--- config.mk ---
export PLATFORM = sky130hd
export DESIGN_NAME = evt_timer8
export DESIGN_NICKNAME = d
export VERILOG_FILES = /design/src/rtl/evt_timer8_pkg.sv /design/src/rtl/tmr_rst_sync.sv /design/src/rtl/tmr_pin_edge.sv /design/src/rtl/tmr_prescale.sv /design/src/rtl/tmr_count.sv /design/src/rtl/evt_timer8.sv
export SDC_FILE = /design/constraint.sdc
export NUM_CORES = 1
export LEC_CHECK = 0
export BUFFER_PORTS_ARGS = -buffer_cell sky130_fd_sc_hd__clkbuf_2
export CORE_ASPECT_RATIO = 0.8
export CORE_MARGIN = 4
export CORE_UTILIZATION = 45
export DETAILED_ROUTE_END_ITERATION = 10
export PLACE_DENSITY_LB_ADDON = 0.1
export SLEW_MARGIN = 10
export SYNTH_ARGS = -nofsm -noshare
export SYNTH_HDL_FRONTEND = slang
export SYNTH_SLANG_ARGS = --single-unit
--- constraint.sdc ---
create_clock -name clk -period 2.5 [get_ports clk]
set_input_delay 0.125 -clock clk [delete_from_list [all_inputs] [get_ports clk]]
set_output_delay 0.125 -clock clk [all_outputs]
set_load 0.005 [all_outputs]
--- src/rtl/evt_timer8_pkg.sv ---
package evt_timer8_pkg;

  localparam int unsigned DEF_CNT_W  = 8;
  localparam int unsigned DEF_CODE_W = 3;
  localparam int unsigned DEF_SYNC_N = 2;

  typedef enum logic {
    SRC_CYCLE = 1'b0,
    SRC_PIN   = 1'b1
  } src_e;

  typedef enum logic {
    EDGE_RISE = 1'b0,
    EDGE_FALL = 1'b1
  } edge_e;

endpackage

--- src/rtl/tmr_rst_sync.sv ---
module tmr_rst_sync (
  input  logic clk,
  input  logic arst_n,
  output logic srst_n
);

  logic [1:0] stage_q;
  logic [1:0] stage_d;

  always_comb begin
    stage_d = {stage_q[0], 1'b1};
  end

  always_ff @(posedge clk or negedge arst_n) begin
    if (!arst_n) begin
      stage_q <= 2'b00;
    end else begin
      stage_q <= stage_d;
    end
  end

  assign srst_n = stage_q[1];

endmodule

--- src/rtl/tmr_pin_edge.sv ---
module tmr_pin_edge #(
  parameter int unsigned SYNC_N = 2
) (
  input  logic clk,
  input  logic rst_n,
  input  logic pin_i,
  input  logic fall_sel_i,
  output logic edge_o
);
  import evt_timer8_pkg::*;

  logic [SYNC_N-1:0] sync_q;
  logic [SYNC_N-1:0] sync_d;
  logic              last_q;
  logic              last_d;
  logic              cur;

  assign cur = sync_q[SYNC_N-1];

  always_comb begin
    sync_d = {sync_q[SYNC_N-2:0], pin_i};
    last_d = cur;
  end

  always_ff @(posedge clk or negedge rst_n) begin
    if (!rst_n) begin
      sync_q <= '0;
      last_q <= 1'b0;
    end else begin
      sync_q <= sync_d;
      last_q <= last_d;
    end
  end

  always_comb begin
    if (edge_e'(fall_sel_i) == EDGE_FALL) begin
      edge_o = last_q & ~cur;
    end else begin
      edge_o = ~last_q & cur;
    end
  end

  // one transition yields a single-cycle pulse while the polarity holds
  assert_single_pulse_R4: assert property (@(posedge clk) disable iff (!rst_n)
    edge_o |=> (!edge_o || (fall_sel_i != $past(fall_sel_i))));

endmodule

--- src/rtl/tmr_prescale.sv ---
module tmr_prescale #(
  parameter int unsigned CODE_W = 3
) (
  input  logic              clk,
  input  logic              rst_n,
  input  logic              en_i,
  input  logic [CODE_W-1:0] code_i,
  input  logic              clr_i,
  input  logic              evt_i,
  output logic              tick_o
);

  localparam int unsigned PRE_W = 1 << CODE_W;

  logic [PRE_W-1:0] pcnt_q;
  logic [PRE_W-1:0] pcnt_d;
  logic [PRE_W:0]   span;
  logic [PRE_W:0]   span_m1;
  logic             at_end;

  always_comb begin
    span    = (PRE_W+1)'(2) << code_i;
    span_m1 = span - (PRE_W+1)'(1);
    at_end  = (pcnt_q == span_m1[PRE_W-1:0]);
  end

  always_comb begin
    pcnt_d = pcnt_q;
    tick_o = 1'b0;
    if (!en_i) begin
      pcnt_d = '0;
      tick_o = evt_i;
    end else if (clr_i) begin
      pcnt_d = '0;
    end else if (evt_i) begin
      if (at_end) begin
        pcnt_d = '0;
        tick_o = 1'b1;
      end else begin
        pcnt_d = pcnt_q + PRE_W'(1);
      end
    end
  end

  always_ff @(posedge clk or negedge rst_n) begin
    if (!rst_n) begin
      pcnt_q <= '0;
    end else begin
      pcnt_q <= pcnt_d;
    end
  end

  // a clear request leaves the phase at zero
  assert_phase_cleared_R7: assert property (@(posedge clk) disable iff (!rst_n)
    (clr_i || !en_i) |=> (pcnt_q == '0));

  // a non-terminal event advances the phase by one
  assert_phase_step_R5: assert property (@(posedge clk) disable iff (!rst_n)
    (en_i && !clr_i && evt_i && !tick_o) |=> (pcnt_q == $past(pcnt_q) + PRE_W'(1)));

  // no output tick without a source event
  assert_tick_needs_event_R5: assert property (@(posedge clk) disable iff (!rst_n)
    tick_o |-> evt_i);

endmodule

--- src/rtl/tmr_count.sv ---
module tmr_count #(
  parameter int unsigned CNT_W = 8
) (
  input  logic             clk,
  input  logic             rst_n,
  input  logic             inc_i,
  input  logic             ld_i,
  input  logic [CNT_W-1:0] ld_val_i,
  input  logic             ovf_clr_i,
  output logic [CNT_W-1:0] cnt_o,
  output logic             ovf_o
);

  logic [CNT_W-1:0] cnt_q;
  logic [CNT_W-1:0] cnt_d;
  logic             ovf_q;
  logic             ovf_d;
  logic             wrap;

  always_comb begin
    wrap  = inc_i & ~ld_i & (cnt_q == {CNT_W{1'b1}});
    cnt_d = cnt_q;
    if (ld_i) begin
      cnt_d = ld_val_i;
    end else if (inc_i) begin
      cnt_d = cnt_q + CNT_W'(1);
    end
    ovf_d = ovf_q;
    if (wrap) begin
      ovf_d = 1'b1;
    end else if (ovf_clr_i) begin
      ovf_d = 1'b0;
    end
  end

  always_ff @(posedge clk or negedge rst_n) begin
    if (!rst_n) begin
      cnt_q <= '0;
      ovf_q <= 1'b0;
    end else begin
      cnt_q <= cnt_d;
      ovf_q <= ovf_d;
    end
  end

  assign cnt_o = cnt_q;
  assign ovf_o = ovf_q;

  // load wins over increment
  assert_load_wins_R6: assert property (@(posedge clk) disable iff (!rst_n)
    ld_i |=> (cnt_o == $past(ld_val_i)));

  // an increment advances by exactly one
  assert_step_one_R2: assert property (@(posedge clk) disable iff (!rst_n)
    (inc_i && !ld_i) |=> (cnt_o == CNT_W'($past(cnt_o) + CNT_W'(1))));

  // no event, no load, no change
  assert_hold_R2: assert property (@(posedge clk) disable iff (!rst_n)
    (!inc_i && !ld_i) |=> $stable(cnt_o));

  // the flag stays up until a clear strobe
  assert_ovf_sticky_R8: assert property (@(posedge clk) disable iff (!rst_n)
    (ovf_o && !ovf_clr_i) |=> ovf_o);

  // a roll-over always leaves the flag set, even against a clear
  assert_ovf_set_R8: assert property (@(posedge clk) disable iff (!rst_n)
    (inc_i && !ld_i && (cnt_o == {CNT_W{1'b1}})) |=> (ovf_o && (cnt_o == '0)));

endmodule

--- src/rtl/evt_timer8.sv ---
module evt_timer8 #(
  parameter int unsigned CNT_W  = evt_timer8_pkg::DEF_CNT_W,
  parameter int unsigned CODE_W = evt_timer8_pkg::DEF_CODE_W,
  parameter int unsigned SYNC_N = evt_timer8_pkg::DEF_SYNC_N
) (
  input  logic              clk,
  input  logic              rst_n,
  input  logic              cyc_tick,
  input  logic              ext_pin,
  input  logic              src_sel,
  input  logic              fall_sel,
  input  logic              pre_en,
  input  logic [CODE_W-1:0] pre_code,
  input  logic              load_en,
  input  logic [CNT_W-1:0]  load_val,
  input  logic              ovf_clr,
  output logic [CNT_W-1:0]  count_o,
  output logic              ovf_o
);
  import evt_timer8_pkg::*;

  localparam int unsigned CFG_W = CODE_W + 1;

  logic             srst_n;
  logic             pin_edge;
  logic             src_evt;
  logic             inc;
  logic             pre_clr;
  logic [CFG_W-1:0] cfg_now;
  logic [CFG_W-1:0] cfg_q;
  logic [CFG_W-1:0] cfg_d;

  tmr_rst_sync u_rst (
    .clk    (clk),
    .arst_n (rst_n),
    .srst_n (srst_n)
  );

  tmr_pin_edge #(.SYNC_N(SYNC_N)) u_edge (
    .clk        (clk),
    .rst_n      (srst_n),
    .pin_i      (ext_pin),
    .fall_sel_i (fall_sel),
    .edge_o     (pin_edge)
  );

  always_comb begin
    cfg_now = {src_sel, pre_code};
    cfg_d   = cfg_now;
    pre_clr = load_en | (cfg_now != cfg_q);
    if (src_e'(src_sel) == SRC_PIN) begin
      src_evt = pin_edge;
    end else begin
      src_evt = cyc_tick;
    end
  end

  always_ff @(posedge clk or negedge srst_n) begin
    if (!srst_n) begin
      cfg_q <= '0;
    end else begin
      cfg_q <= cfg_d;
    end
  end

  tmr_prescale #(.CODE_W(CODE_W)) u_pre (
    .clk    (clk),
    .rst_n  (srst_n),
    .en_i   (pre_en),
    .code_i (pre_code),
    .clr_i  (pre_clr),
    .evt_i  (src_evt),
    .tick_o (inc)
  );

  tmr_count #(.CNT_W(CNT_W)) u_cnt (
    .clk       (clk),
    .rst_n     (srst_n),
    .inc_i     (inc),
    .ld_i      (load_en),
    .ld_val_i  (load_val),
    .ovf_clr_i (ovf_clr),
    .cnt_o     (count_o),
    .ovf_o     (ovf_o)
  );

  // the tick input never drives the counter while the pin is selected
  assert_pin_source_R3: assert property (@(posedge clk) disable iff (!srst_n)
    (src_sel && !pin_edge && !pre_en && !load_en) |=> $stable(count_o));

  // state released from reset is cleared
  assert_reset_clear_R1: assert property (@(posedge clk)
    $rose(srst_n) |-> (count_o == '0 && !ovf_o));

endmodule

## Yosys cells after proc, flatten, opt, wreduce, memory -nomap -nowiden

Cells that the tools add are included.

- Add/sub/neg operators: 3
- Multiply operators: 0
- Div/mod/pow operators: 0
- $lt $le $gt $ge: 0
- Equality and inequality tests: 4
- Shift-type cells: 1
- Multiplexer cells: 14
- Bitwise gates (word level): 8
- Reductions and logical operators: 2

Operators with widths:

| cell | number |
|---|---|
| 2-to-1 mux 8 bit | 6 |
| adder 8 x 1 -> 8 bit (second input constant) | 2 |
| == test 8 bit | 1 |
| == test 8 bit (second input constant) | 1 |
| 2-to-1 mux 1 bit | 8 |
| << shifter 2 x 3 -> 8 bit (first input constant) | 1 |
| subtractor 8 x 1 -> 8 bit (second input constant) | 1 |
| AND 1 bit | 4 |
| inequality test 4 bit | 1 |
| nonzero test 2 bit | 2 |
| inequality test 3 x 1 -> 1 bit (second input constant) | 1 |
| NOT 1 bit | 3 |
| bitwise OR 1 bit | 1 |

- Bits in registers: 26
- Latch bits: 0
- Memory bits (writable): 0
- Bits in read-only memories: 0
- Bits of input ports: 20
- Output and inout bits: 9
- Logic and storage cells: 39
- Memories kept: 0

## Depth between registers and ports, before layout

- Depth in word-level cells: 10
- Mapped depth: 7
- Mapped depth without buffers: 6

## Modules after synthesis

Synthesis repeated with hierarchy kept, for this count alone.

- Cells, all modules: 150
- Area total of the unflattened synthesis: 1,453.9 sq um

By module, submodules not included:

| module | times used | cells each | area an instance (sq um) | sequential area each (sq um) |
|---|---|---|---|---|
| tmr_prescale | 1 | 74 | 644.4 | 200.2 |
| tmr_count | 1 | 52 | 480.5 | 225.2 |
| evt_timer8 | 1 | 15 | 177.7 | 100.1 |
| tmr_pin_edge | 1 | 6 | 97.6 | 75.1 |
| tmr_rst_sync | 1 | 3 | 53.8 | 50.0 |

## Worst setup path before layout

Ideal clock, no wire load.

- Path type: reg-to-reg
- From: reg u_pre.pcnt_q[4]
- To: reg u_cnt.cnt_q[4], in the netlist u_cnt.cnt_o[4]
- Library setup time: 0.126 ns
- Arrival time: 1.860 ns
- Required time: 2.374 ns
- Setup slack: 0.514 ns
- Stages on the path, launching flop included: 8
- Buffers on the path: 1
- Period minus slack after synthesis: 1.986 ns
- Cell sequence: dfrtp_1 -> buf_6 -> or4_4 -> o211ai_2 -> o211ai_4 -> o31ai_4 -> a311oi_1 -> a221o_1

- Cells in the longest elaborated chain, start to end: 6

Ends and longest elaborated chain:

| element | RTL line | text |
|---|---|---|
| start: declaration | tmr_prescale.sv:15 | `logic [PRE_W-1:0] pcnt_q;` |
| start signal: assignment | tmr_prescale.sv:49 | `pcnt_q <= pcnt_d;` |
| == test 8 bit | tmr_prescale.sv:24 | `at_end = (pcnt_q == span_m1[PRE_W-1:0]);` |
| 2-to-1 mux 1 bit | tmr_prescale.sv:36 | `if (at_end) begin` |
| 2-to-1 mux 1 bit | tmr_prescale.sv:35 | `end else if (evt_i) begin` |
| 2-to-1 mux 1 bit | tmr_prescale.sv:33 | `end else if (clr_i) begin` |
| 2-to-1 mux 1 bit | tmr_prescale.sv:30 | `if (!en_i) begin` |
| nonzero test 2 bit (no source line) | -- |  |
| end signal: assignment | tmr_count.sv:41 | `cnt_q <= cnt_d;` |
| end: declaration | tmr_count.sv:14 | `logic [CNT_W-1:0] cnt_q;` |

Every way passes these cells.
A chain may end at the register's enable or synchronous reset.

## Worst setup path after layout

- From: reg u_pre.pcnt_q[4]
- To: reg u_cnt.cnt_q[2], in the netlist u_cnt.cnt_o[2]

The elaborated chain is that of the path after synthesis.

==> run_results.csv <==
group,metric,value,unit
layout,layout.nets,224,
route,remaining_drc_errors,0,
route,ant_nets,0,
floorplanning,chipWidth,77.2,um
clock_tree,cts_sinks,26,
pwr,p_per_area,509,nW/um2
logic_synthesis,syn_inst,175,
grt,grt_pass1_vias,1311,
pwr,p_comb_frac,0.162,
setup_path,cp.arrival,2310,ps
clock_tree,cts_hold_buffers,2,
timing,setup_violations,0,
worst_hold_path,min_path_type,"in2reg",
clock_tree,clock_latency,270,ps
timing,fmax,0.467,GHz
grt,antenna_found_initial,0,
setup_path,crit_type,"reg2reg",
floorplanning,dieArea,4890,um2
floorplanning,core-area,3570,um2
clock_tree,cts_max_level,1,
setup_path,path_max_fanout,8,
logic_synthesis,yosys_register_bits,26,
placement,place_area,1860,um2
timing,fin_worst_skew,1.29,ps
layout,fin_area,1950,um2
setup_path,cpMaxStageDelayCell,"or4_4",
layout,area_delta_synth_final,13.2,%
grt,track_usage,0.158,
logic_synthesis,synth_fp_nets,197,
floorplanning,io_pins,29,
logic_synthesis,synth-main-ff-cell,"dfrtp_1",
clock_tree,clock_path_buffers,2,
setup_path,crit_path_start_kind,"flip-flop",
floorplanning,num_rows,19,
setup_path,crit_chain,"or4_4, o211ai_2, o211ai_4, o31ai_4, a31oi_1, o31a_1",
run_status,status,"completed",
layout,drive_gt1_frac,0.254,
timing,fin_crit,2140,ps
pwr,switching_share,0.263,
setup_path,critPathTopFamily,"compound AO/OA/AOI/OAI gates",
run,drv_cap,0,
logic_synthesis,syn_area,1720,um2
clock_tree,cts_resized,0,
timing,holdWs,12.7,ps
pwr,switching_power,0.000261,W
logic_synthesis,yosysSeqAreaShare,0.378,
route,wirelength,3.74,mm
layout,diodes,0,
layout,most-common-layout-cells,"28 x clkbuf_2, 26 x dfrtp_1, 20 x nor2_1",
logic_synthesis,synth-edff-count,0,
floorplanning,start_util,0.483,
route,first_pass_iters,4,
clock_tree,cts_buffers,3,
timing,finalSetupTns,0,ps
pwr,leakagePower,0.825,nW
logic_synthesis,synth_warnings,0,
placement,gp_congestion,0.759,
pwr,p_seq_frac,0.478,
timing,relSlewSlack,0.330,
timing,finalHoldViolations,0,
pwr,p_int,0.000731,W
timing,rsz0062_at_grt,"no",
logic_synthesis,async_flop_share,1.00,
clock_tree,cts_tree,"built",
route,drt-initial-drc-count,101,
grt,grt_max_degree,25,
timing,finalCritPeriodShare,0.856,
logic_synthesis,avgSynthCellArea,9.84,um2
floorplanning,die_h,63.3,um
placement,dpl.hpwl,2.81,mm
setup_path,critPathMaxStageDelay,540,ps
clock_tree,post-cts-setup-buffer-count,0,
timing,drv_slew,0,
logic_synthesis,synth_cell_types,64,
pwr,power.clock.fraction,0.360,
placement,port-buffer-count,28,
route,wl_per_cell,15.4,um
pwr,vdd_ir_drop_max,411,uV
route,vias,1438,
layout,layout_commonest_cell,"clkbuf_2",
setup_path,cp-end-kind,"flip-flop",
clock_tree,root_buffer,"clkbuf_8",
setup_path,crit_buf_inv,0,
clock_tree,path_clk_slew,90,ps
grt,grt_pass1_wl,6.31,mm
setup_path,required,2670,ps
timing,tightest_slew,1000,ps
grt,grt_overflow,0,
route,viasPerCell,5.92,
[logic make-up (layout without fill, tap and decap cells)]
group	count (synthesis)	count (layout)	share of synthesized area
xor gates and xnor gates	14	14	0.0712
other	1	1	0.00218
DFF	26	26	0.378
buffers and inverters	13	39	0.0458
and+or+nand+nor	82	82	0.272
AOI/OAI and AO/OA	34	34	0.192
muxes	3	3	0.0247
adders and majority gates	2	2	0.0145
[path summary, 6_finish.rpt]
path	from	end	slack, ps	depth (start not counted)
max reg2reg	u_pre.pcnt_q[4]$_DFFE_PN0P_	u_cnt.cnt_o[2]$_DFFE_PN0P_	360	6
min reg2reg	u_edge.sync_q[0]$_DFF_PN0_	u_edge.sync_q[1]$_DFF_PN0_	360	0
min in group asynchronous	rst_n	u_rst.stage_q[0]$_DFF_PN0_	150	2
max in group asynchronous	u_rst.stage_q[1]$_DFF_PN0_	u_cnt.cnt_o[4]$_DFFE_PN0P_	1470	0
min	src_sel	cfg_q[3]$_DFF_PN0_	10	1
max	u_pre.pcnt_q[4]$_DFFE_PN0P_	u_cnt.cnt_o[2]$_DFFE_PN0P_	360	6
[state kept, by name, summed over array words and instances (netlist names)]
name,flops
cfg_q,4
u_edge.last_q,1
u_pre.pcnt_q,8
u_cnt.ovf_o,1
u_edge.sync_q,2
u_rst.stage_q,2
u_cnt.cnt_o,8
[per-layer routing]
metal	wire length, um	vias up	track usage
met3	289	2	0.0385
met5	0	-	0
met4	17	0	0.0244
met2	1620	45	0.223
li1	-	685	-
met1	1810	706	0.245
[power groups by stage]
| stage | registers [W] | logic (W) | clock network (W) |
|---|---|---|---|
| finish | 0.000474 | 0.000161 | 0.000357 |
| detailed placement | 0.000482 | 0.000158 | 0 |
| global placement | 0.000482 | 0.000155 | 0 |
| global route | 0.000480 | 0.000179 | 0.000388 |
| CTS | 0.000474 | 0.000162 | 0.000364 |
| floorplan | 0.000474 | 0.000113 | 0 |
[synth_stat cells, types with 4 or more instances]
library cell	n	area (um2)
inv_1	4	15.0
dfrtp_1	26	651
and3_1	6	37.5
o21ai_1	4	20.0
nand4_1	5	31.3
nand3_1	6	30.0
a31oi_1	4	25.0
nor2_1	20	75.1
nand2_1	12	45.0
xor2_1	12	105
nor3_1	6	30.0
[metrics by stage]
step / cells / total power, W / setup slack [ps] / util
finish: 243 / 0.000992 / 361 / 0.547
global route: 243 / 0.00105 / 228 / 0.547
CTS: 243 / 0.00100 / 361 / 0.547
detailed placement: 237 / 0.000641 / 355 / 0.521
global placement: 237 / 0.000636 / 430 / 0.521
floorplan: 175 / 0.000588 / 514 / -
[final cells by class]
cell class	instances	area, um2
clock buffer	3	41.3
inverter	4	15.0
fill	354	1620
sequential	26	651
tap	42	52.6
clock inverter	1	30.0
timing repair buffer	31	168
multi-input combinational	136	992
(Power assumes the default switching activity.)
